$ cat config.mk
export PLATFORM = sky130hd
export DESIGN_NAME = page_write_seq
export DESIGN_NICKNAME = d
export VERILOG_FILES = /design/src/rtl/pws_pkg.sv /design/src/rtl/pws_page_buf.sv /design/src/rtl/pws_timer.sv /design/src/rtl/page_write_seq.sv
export SDC_FILE = /design/constraint.sdc
export NUM_CORES = 1
export LEC_CHECK = 0
export ABC_AREA = 1
export BUFFER_PORTS_ARGS = -buffer_cell sky130_fd_sc_hd__buf_4
export CORE_UTILIZATION = 67
export DETAILED_ROUTE_END_ITERATION = 6
export PLACE_DENSITY = 0.85
export SLEW_MARGIN = 30
export SYNTH_ARGS = -nofsm -noshare
export SYNTH_HDL_FRONTEND = slang
export SYNTH_SLANG_ARGS = --single-unit
$ cat constraint.sdc
create_clock -name clk_i -period 5.87 [get_ports clk_i]
set_clock_uncertainty 0.15 [all_clocks]
set_input_delay 1.761 -clock clk_i [delete_from_list [all_inputs] [get_ports clk_i]]
set_output_delay 1.761 -clock clk_i [all_outputs]
set_load 0.05 [all_outputs]
$ cat src/rtl/pws_pkg.sv
package pws_pkg;
  localparam int unsigned DATA_W = 8;
  typedef logic [DATA_W-1:0] byte_t;
endpackage

$ cat src/rtl/pws_page_buf.sv
module pws_page_buf import pws_pkg::*; #(
  parameter int unsigned PAGE_W = 5
) (
  input  logic              clk_i,
  input  logic              rst_ni,
  input  logic              clr_i,
  input  logic              wr_i,
  input  logic [PAGE_W-1:0] wr_idx_i,
  input  byte_t             wr_data_i,
  input  logic [PAGE_W-1:0] rd_idx_i,
  output byte_t             rd_data_o,
  output logic              rd_valid_o,
  output logic              any_o
);
  localparam int unsigned PAGE_BYTES = 1 << PAGE_W;

  byte_t                 data_w [PAGE_BYTES];
  logic [PAGE_BYTES-1:0] vld_w;

  for (genvar g = 0; g < PAGE_BYTES; g++) begin : g_slot
    byte_t d_q;
    logic  v_q;
    logic  hit;
    assign hit = wr_i && (wr_idx_i == PAGE_W'(g));
    always_ff @(posedge clk_i or negedge rst_ni) begin
      if (!rst_ni) begin
        d_q <= '0;
        v_q <= 1'b0;
      end else if (hit) begin
        d_q <= wr_data_i;
        v_q <= 1'b1;
      end else if (clr_i) begin
        v_q <= 1'b0;
      end
    end
    assign data_w[g] = d_q;
    assign vld_w[g]  = v_q;
  end

  assign rd_data_o  = data_w[rd_idx_i];
  assign rd_valid_o = vld_w[rd_idx_i];
  assign any_o      = |vld_w;
endmodule

$ cat src/rtl/pws_timer.sv
module pws_timer #(
  parameter int unsigned PAGE_W       = 5,
  parameter int unsigned WRITE_CYCLES = 64
) (
  input  logic              clk_i,
  input  logic              rst_ni,
  input  logic              go_i,
  output logic              busy_o,
  output logic              scan_o,
  output logic [PAGE_W-1:0] idx_o
);
  localparam int unsigned PAGE_BYTES = 1 << PAGE_W;
  localparam int unsigned TOTAL = (WRITE_CYCLES > PAGE_BYTES) ? WRITE_CYCLES : PAGE_BYTES;
  localparam int unsigned CNT_W = $clog2(TOTAL + 1);

  logic             busy_q;
  logic [CNT_W-1:0] cnt_q;
  logic             last;

  assign last = (cnt_q == CNT_W'(TOTAL - 1));

  always_ff @(posedge clk_i or negedge rst_ni) begin
    if (!rst_ni) begin
      busy_q <= 1'b0;
      cnt_q  <= '0;
    end else if (!busy_q) begin
      if (go_i) begin
        busy_q <= 1'b1;
        cnt_q  <= '0;
      end
    end else if (last) begin
      busy_q <= 1'b0;
      cnt_q  <= '0;
    end else begin
      cnt_q <= cnt_q + 1'b1;
    end
  end

  assign busy_o = busy_q;
  assign scan_o = busy_q && (cnt_q < CNT_W'(PAGE_BYTES));
  assign idx_o  = cnt_q[PAGE_W-1:0];
endmodule

$ cat src/rtl/page_write_seq.sv
module page_write_seq import pws_pkg::*; #(
  parameter int unsigned ADDR_W       = 12,
  parameter int unsigned PAGE_W       = 5,
  parameter int unsigned WRITE_CYCLES = 64
) (
  input  logic              clk_i,
  input  logic              rst_ni,
  input  logic              start_i,
  input  logic [ADDR_W-1:0] start_addr_i,
  input  logic              byte_valid_i,
  input  logic [7:0]        byte_i,
  input  logic              stop_i,
  input  logic              permit_i,
  output logic              busy_o,
  output logic              mem_we_o,
  output logic [ADDR_W-1:0] mem_addr_o,
  output logic [7:0]        mem_data_o
);
  localparam int unsigned TAG_W = ADDR_W - PAGE_W;

  logic              active_q;
  logic [TAG_W-1:0]  tag_q;
  logic [PAGE_W-1:0] ptr_q;
  logic              busy, scan, slot_vld, any_vld;
  logic [PAGE_W-1:0] scan_idx;
  byte_t             slot_data;
  logic              take_start, take_byte, take_stop, go;

  // start wins over a byte or stop in the same clock
  assign take_start = start_i && !busy;
  assign take_byte  = byte_valid_i && active_q && !busy && !start_i;
  assign take_stop  = stop_i && active_q && !busy && !start_i;
  assign go         = take_stop && (any_vld || take_byte);

  always_ff @(posedge clk_i or negedge rst_ni) begin
    if (!rst_ni) begin
      active_q <= 1'b0;
      tag_q    <= '0;
      ptr_q    <= '0;
    end else begin
      if (take_start) begin
        active_q <= 1'b1;
        tag_q    <= start_addr_i[ADDR_W-1:PAGE_W];
        ptr_q    <= start_addr_i[PAGE_W-1:0];
      end else begin
        if (take_byte) ptr_q <= ptr_q + 1'b1;
        if (take_stop) active_q <= 1'b0;
      end
    end
  end

  pws_page_buf #(.PAGE_W(PAGE_W)) i_buf (
    .clk_i      (clk_i),
    .rst_ni     (rst_ni),
    .clr_i      (take_start),
    .wr_i       (take_byte),
    .wr_idx_i   (ptr_q),
    .wr_data_i  (byte_i),
    .rd_idx_i   (scan_idx),
    .rd_data_o  (slot_data),
    .rd_valid_o (slot_vld),
    .any_o      (any_vld)
  );

  pws_timer #(.PAGE_W(PAGE_W), .WRITE_CYCLES(WRITE_CYCLES)) i_timer (
    .clk_i  (clk_i),
    .rst_ni (rst_ni),
    .go_i   (go),
    .busy_o (busy),
    .scan_o (scan),
    .idx_o  (scan_idx)
  );

  assign busy_o     = busy;
  assign mem_addr_o = {tag_q, scan_idx};
  assign mem_data_o = slot_data;
  assign mem_we_o   = scan && slot_vld && permit_i;
endmodule

==> Word-level counts from Yosys, hierarchy flattened <==
Cells that the tools add are included.
{ "classes": {"order_cmp": 3, "n_addsub": 2, "n_mux": 48, "eq_ne": 32, "bitwise_logic": 1, "n_reduce_logical": 83} }
{ "ops": {"columns": ["cell", "count"], "rows": [
  ["$eq 5x5->1 const B", 16],
  ["$reduce_bool 2->1", 35],
  ["$logic_and 1x1->1", 43],
  ["$bmux 8 s5", 1],
  ["$eq 5x4->1 const B", 8],
  ["$mux 1", 39],
  ["$reduce_or 32->1", 1],
  ["$mux 7", 3],
  ["$eq 5x3->1 const B", 4],
  ["$mux 8", 2],
  ["$eq 5x2->1 const B", 2],
  ["$mux 5", 2],
  ["$add 7x1->7 const B", 1],
  ["$eq 7x6->1 const B", 1],
  ["$lt 7x6->1 const B", 1],
  ["$ge 6x6->1 const B", 1],
  ["$lt 5x6->1 const B", 1],
  ["$not 5->6", 1],
  ["$add 5x1->5 const B", 1],
  ["$bmux 1 s5", 1],
  ["$eq 5x1->1 const B", 1],
  ["$logic_not 5->1", 1],
  ["$logic_not 1->1", 2],
  ["$logic_or 1x1->1", 1]
]} }
{ "totals": {"output_inout_bits": 22, "in_bits": 26, "elab_cells": 238, "register_bits": 309} }

==> Longest topological paths before layout <==
{ "depth": {"depth_word": 7, "mapped_depth": 11, "mapped_depth_nobuf": 9} }

==> Cells and area by module <==
Synthesis repeated with hierarchy kept, for this count alone.
{ "unflattened": {"hier_cells": 1844, "area_unflattened_um2": 14448.9} }
{ "modules_own_cells": {"columns": ["mod", "seq_area_each_um2", "cells_per_inst", "area_each_um2", "n_inst"], "rows": [
  ["pws_page_buf", 7206.9, 1690, 13285.2, 1],
  ["page_write_seq", 325.3, 95, 700.7, 1],
  ["pws_timer", 200.2, 59, 462.9, 1]
]} }

==> Least setup slack after synthesis <==
No wires, ideal clock.
{ "synth_path": {"path_type": "input to output", "start": "input permit_i", "end": "output mem_we_o", "slack_ps": 1367, "path_buffers": 0, "stages": 2, "t_required_ps": 3959, "arrival_ps": 2592, "path_cell_list": "nand3_1 a21oi_1"} }
{ "synth_between": {"elab_chain_cells": 1} }
{ "synth_rtl": {"columns": ["element", "line_no", "rtl"], "rows": [
  ["start: declaration", "page_write_seq.sv:13", "input logic permit_i,"],
  ["$logic_and 1x1->1", "page_write_seq.sv:77", "assign mem_we_o = scan && slot_vld && permit_i;"],
  ["end: declaration", "page_write_seq.sv:15", "output logic mem_we_o,"]
]} }
No other way between the ends.

==> Worst setup path in the final report <==
{ "layout_path": {"start": "register i_timer.cnt_q[0]", "end": "output mem_data_o[3]"} }
{ "layout_between": {"elab_chain_cells": 4} }
{ "layout_rtl": {"columns": ["element", "line_no", "rtl"], "rows": [
  ["start: declaration", "pws_timer.sv:17", "logic [CNT_W-1:0] cnt_q;"],
  ["start signal: assignment", "pws_timer.sv:35", "cnt_q <= cnt_q + 1'b1;"],
  ["$not 5->6 (not written as such)", "pws_page_buf.sv:40", "assign rd_data_o = data_w[rd_idx_i];"],
  ["$bmux 8 s5", "pws_page_buf.sv:40", null],
  ["$mux 8 (not written as such) (2 in series)", "pws_page_buf.sv:40", null],
  ["end: declaration", "page_write_seq.sv:17", "output logic [7:0] mem_data_o"]
]} }
No other way between the ends. The select of a mux whose other input is x is not followed.

==> impl_metrics.csv <==
group,metric,value,unit
sta,hold_viol,0,
global_routing,gr-total-overflow,0,
global_routing,grt.total_usage,36.1,%
sta,fmax,193,MHz
place,gp_congestion,0.898,
setup_path,r2r_start,"i_timer.busy_o",
finish,antennaDiodeCount,0,
power,p_leak,7.55,nW
setup_path,critPathMaxFanout,80,
finish,areaGrowthSynthToFinish,8.94,%
clocking,cts.sinks,309,
synth,yosysSeqAreaShare,53.6,%
status,outcome,"finished, final reports clean",
clocking,htreeDepth,1,
floorplan,core-area,21100,sq um
clocking,cts_setup_buffers,0,
power,power.total,4.29,mW
clocking,ctsResizeCount,0,
clocking,cts_tree,"yes",
global_routing,antenna_found_initial,1,
finish,final_common_cell,"nand2_1",
drt,drc,0,
setup_path,arrival,3.26,ns
power,cellPowerDensity,273,nW/um^2
setup_path,cp.required,3.96,ns
global_routing,grt_max_degree,113,
sta,setup_violations,0,
drt,vias,12600,
place,portBuffers,47,
synth,syn_area_per_cell,8.16,sq um
setup_path,path_cells,"buf_4, o21ai_0, o22ai_1, nand2_1, nand2_1, nand3_1, nand2_1, buf_4",
clocking,cts_made_buffers,31,
floorplan,fp.dieW,149,um
drt,dr.pass1.iters,6,
setup_path,crit_path_frequent_cell,"nand2_1",
finish,final_util,74.5,%
setup_path,cp-end-kind,"output port",
sta,fin_crit,5.18,ns
finish,final_nets,1773,
setup_path,startpoint_type,"register",
clocking,clk_pin_slew,0.06,ns
place,dpl_cell_area,14600,sq um
floorplan,row_count,53,
worst_hold_path,hold_path_startpoint,"i_buf.g_slot[17].d_q[4]",
sta,rsz0062_at_grt,"no",
drt,routedWlPerCell,19.0,um
synth,syn_nets,1801,
setup_path,critPathMaxStageDelay,0.76,ns
setup_path,worstSetupPathType,"register to output port",
synth,netlist-cell-type-count,30,
finish,fin_area,15700,sq um
global_routing,grt_pass1_wl,62.4,mm
power,irDropWorstVdd,0.284,mV
floorplan,dieHeight,149,um
place,hpwlAfterDp,23.1,mm
sta,fin_crit_sh,88.2,%
clocking,root_buffer,"clkbuf_16",
finish,most-common-layout-cells,"nand2_1 (563), o21ai_0 (362), dfrtp_1 (308)",
drt,ant_nets,0,
floorplan,start_util,68.4,%
floorplan,io_pins,48,
sta,final_max_slew_viol_count,0,
global_routing,first_global_vias,11900,
drt,drt_iter0_markers,1339,
synth,ys_warn_count,0,
floorplan,die_area,22100,sq um
sta,worstMarginPinSlew,0.918,ns
worst_hold_path,hold_path.class,"register to register",
clocking,cts_buffer_depth,3,
synth,synthesis.area,14400,sq um
sta,relSlewSlack,38.5,%
setup_path,cpMaxStageDelayCell,"buf_4",
synth,syn_inst,1768,
sta,fin_tns_setup,0,ns
finish,layout-drive-gt1-share,8.62,%
drt,wl,38.7,mm
clocking,clkLatencyLatePin,0.57,ns
run,cap_violations,0,
setup_path,startpoint,"i_timer.cnt_q[0]",
drt,avgViaCountPerCell,6.18,
synth,ys_seq_elements,309,
clocking,holdBufCountCts,0,
-- cell type report --
class                      count  area (sq um)
inverter                      73           284
sequential                   309          7740
clock buffer                  42           887
timing repair buffer          61           503
tap                          275           344
fill                        1506          5370
multi-input combinational   1264          5780
clock inverter                15           186
-- synth_stat cells --
master | n | area share (%)
nand2_1 | 563 | 15
o21ai_0 | 362 | 13
dfrtp_1 | 309 | 54
nor2_1 | 121 | 3.1
a21oi_1 | 71 | 2.5
clkbuf_1 | 69 | 1.8
inv_1 | 68 | 1.8
nand3_1 | 56 | 1.9
o22ai_1 | 33 | 1.4
buf_2 | 13 | 0.45
buf_6 | 13 | 1.0
clkbuf_2 | 11 | 0.38
buf_1 | 9 | 0.23
nand3_4 | 9 | 1.1
nor3_1 | 9 | 0.31
o21ai_1 | 9 | 0.31
nand2_4 | 8 | 0.62
ha_1 | 7 | 0.61
buf_4 | 5 | 0.26
nand2_2 | 4 | 0.17
nor2_4 | 4 | 0.31
inv_2 | 3 | 0.078
a31oi_1 | 2 | 0.087
buf_12 | 2 | 0.28
o211ai_1 | 2 | 0.10
xor2_1 | 2 | 0.12
clkinv_1 | 1 | 0.026
inv_8 | 1 | 0.078
nand3b_1 | 1 | 0.052
nand4_1 | 1 | 0.043
-- kinds of logic (layout without fill, tap and decap cells) --
logic type	count (synthesis)	count (layout)	share of synthesized area, %
buffers and inverters	195	191	6.37
adder cells (fa/ha/maj)	7	7	0.607
XOR/XNOR	2	2	0.121
AO/OA/AOI/OAI	479	479	17.0
flip-flops	309	309	53.6
AND/OR/NAND/NOR	776	776	22.4
-- path summary, 6_finish.rpt --
check / to / slack (ns) / depth (start not counted)
setup reg to reg: i_buf.g_slot[13].d_q[3] / 2.85 / 7
max in group asynchronous: tag_q[1] / 3.36 / 2
hold / removal: i_buf.g_slot[17].d_q[4] / 0.33 / 2
setup / recovery: mem_data_o[3] / 0.69 / 8
min in group asynchronous: i_buf.g_slot[23].d_q[3] / 1.12 / 1
hold reg to reg: i_buf.g_slot[17].d_q[4] / 0.33 / 2
-- registers in the layout (all words and copies together), names as in the netlist --
signal,flops
i_timer.busy_o,1
active_q,1
i_timer.cnt_q,7
i_buf.g_slot.v_q,32
i_buf.g_slot.d_q,256
tag_q,7
ptr_q,5
-- worst max-delay path: cells and delay by family, from the launching register on --
kind                   cells  cell delay (ns)
AO/OA/AOI/OAI              2             0.51
buffers and inverters      2             0.96
flip-flops                 1             0.70
AND/OR/NAND/NOR            4             0.48
-- layer usage --
metal  up-vias  global-route usage [%]  wire length, um
li1       5724                       -                -
met1      6049                    50.5            15700
met2       697                    57.2            17900
met3       124                    4.83             3450
met4         0                    15.3             1630
met5         -                       0                0
-- power breakdown --
| group | leakage [nW] | internal (mW) | switching, mW |
|---|---|---|---|
| clock network | 0.526 | 1.23 | 0.841 |
| logic | 2.82 | 0.0142 | 0.0733 |
| registers | 4.20 | 2.13 | 0 |
| total | 7.55 | 3.37 | 0.914 |
-- stage by stage --
step	hold slack [ns]	worst slack, ns	instances
floorplan	0.298	1.37	1768
global placement	0.311	1.41	1982
detailed placement	0.318	1.40	1982
CTS	0.333	0.782	2039
global route	0.347	0.566	2039
finish	0.332	0.694	2039
(Power assumes the default switching activity.)
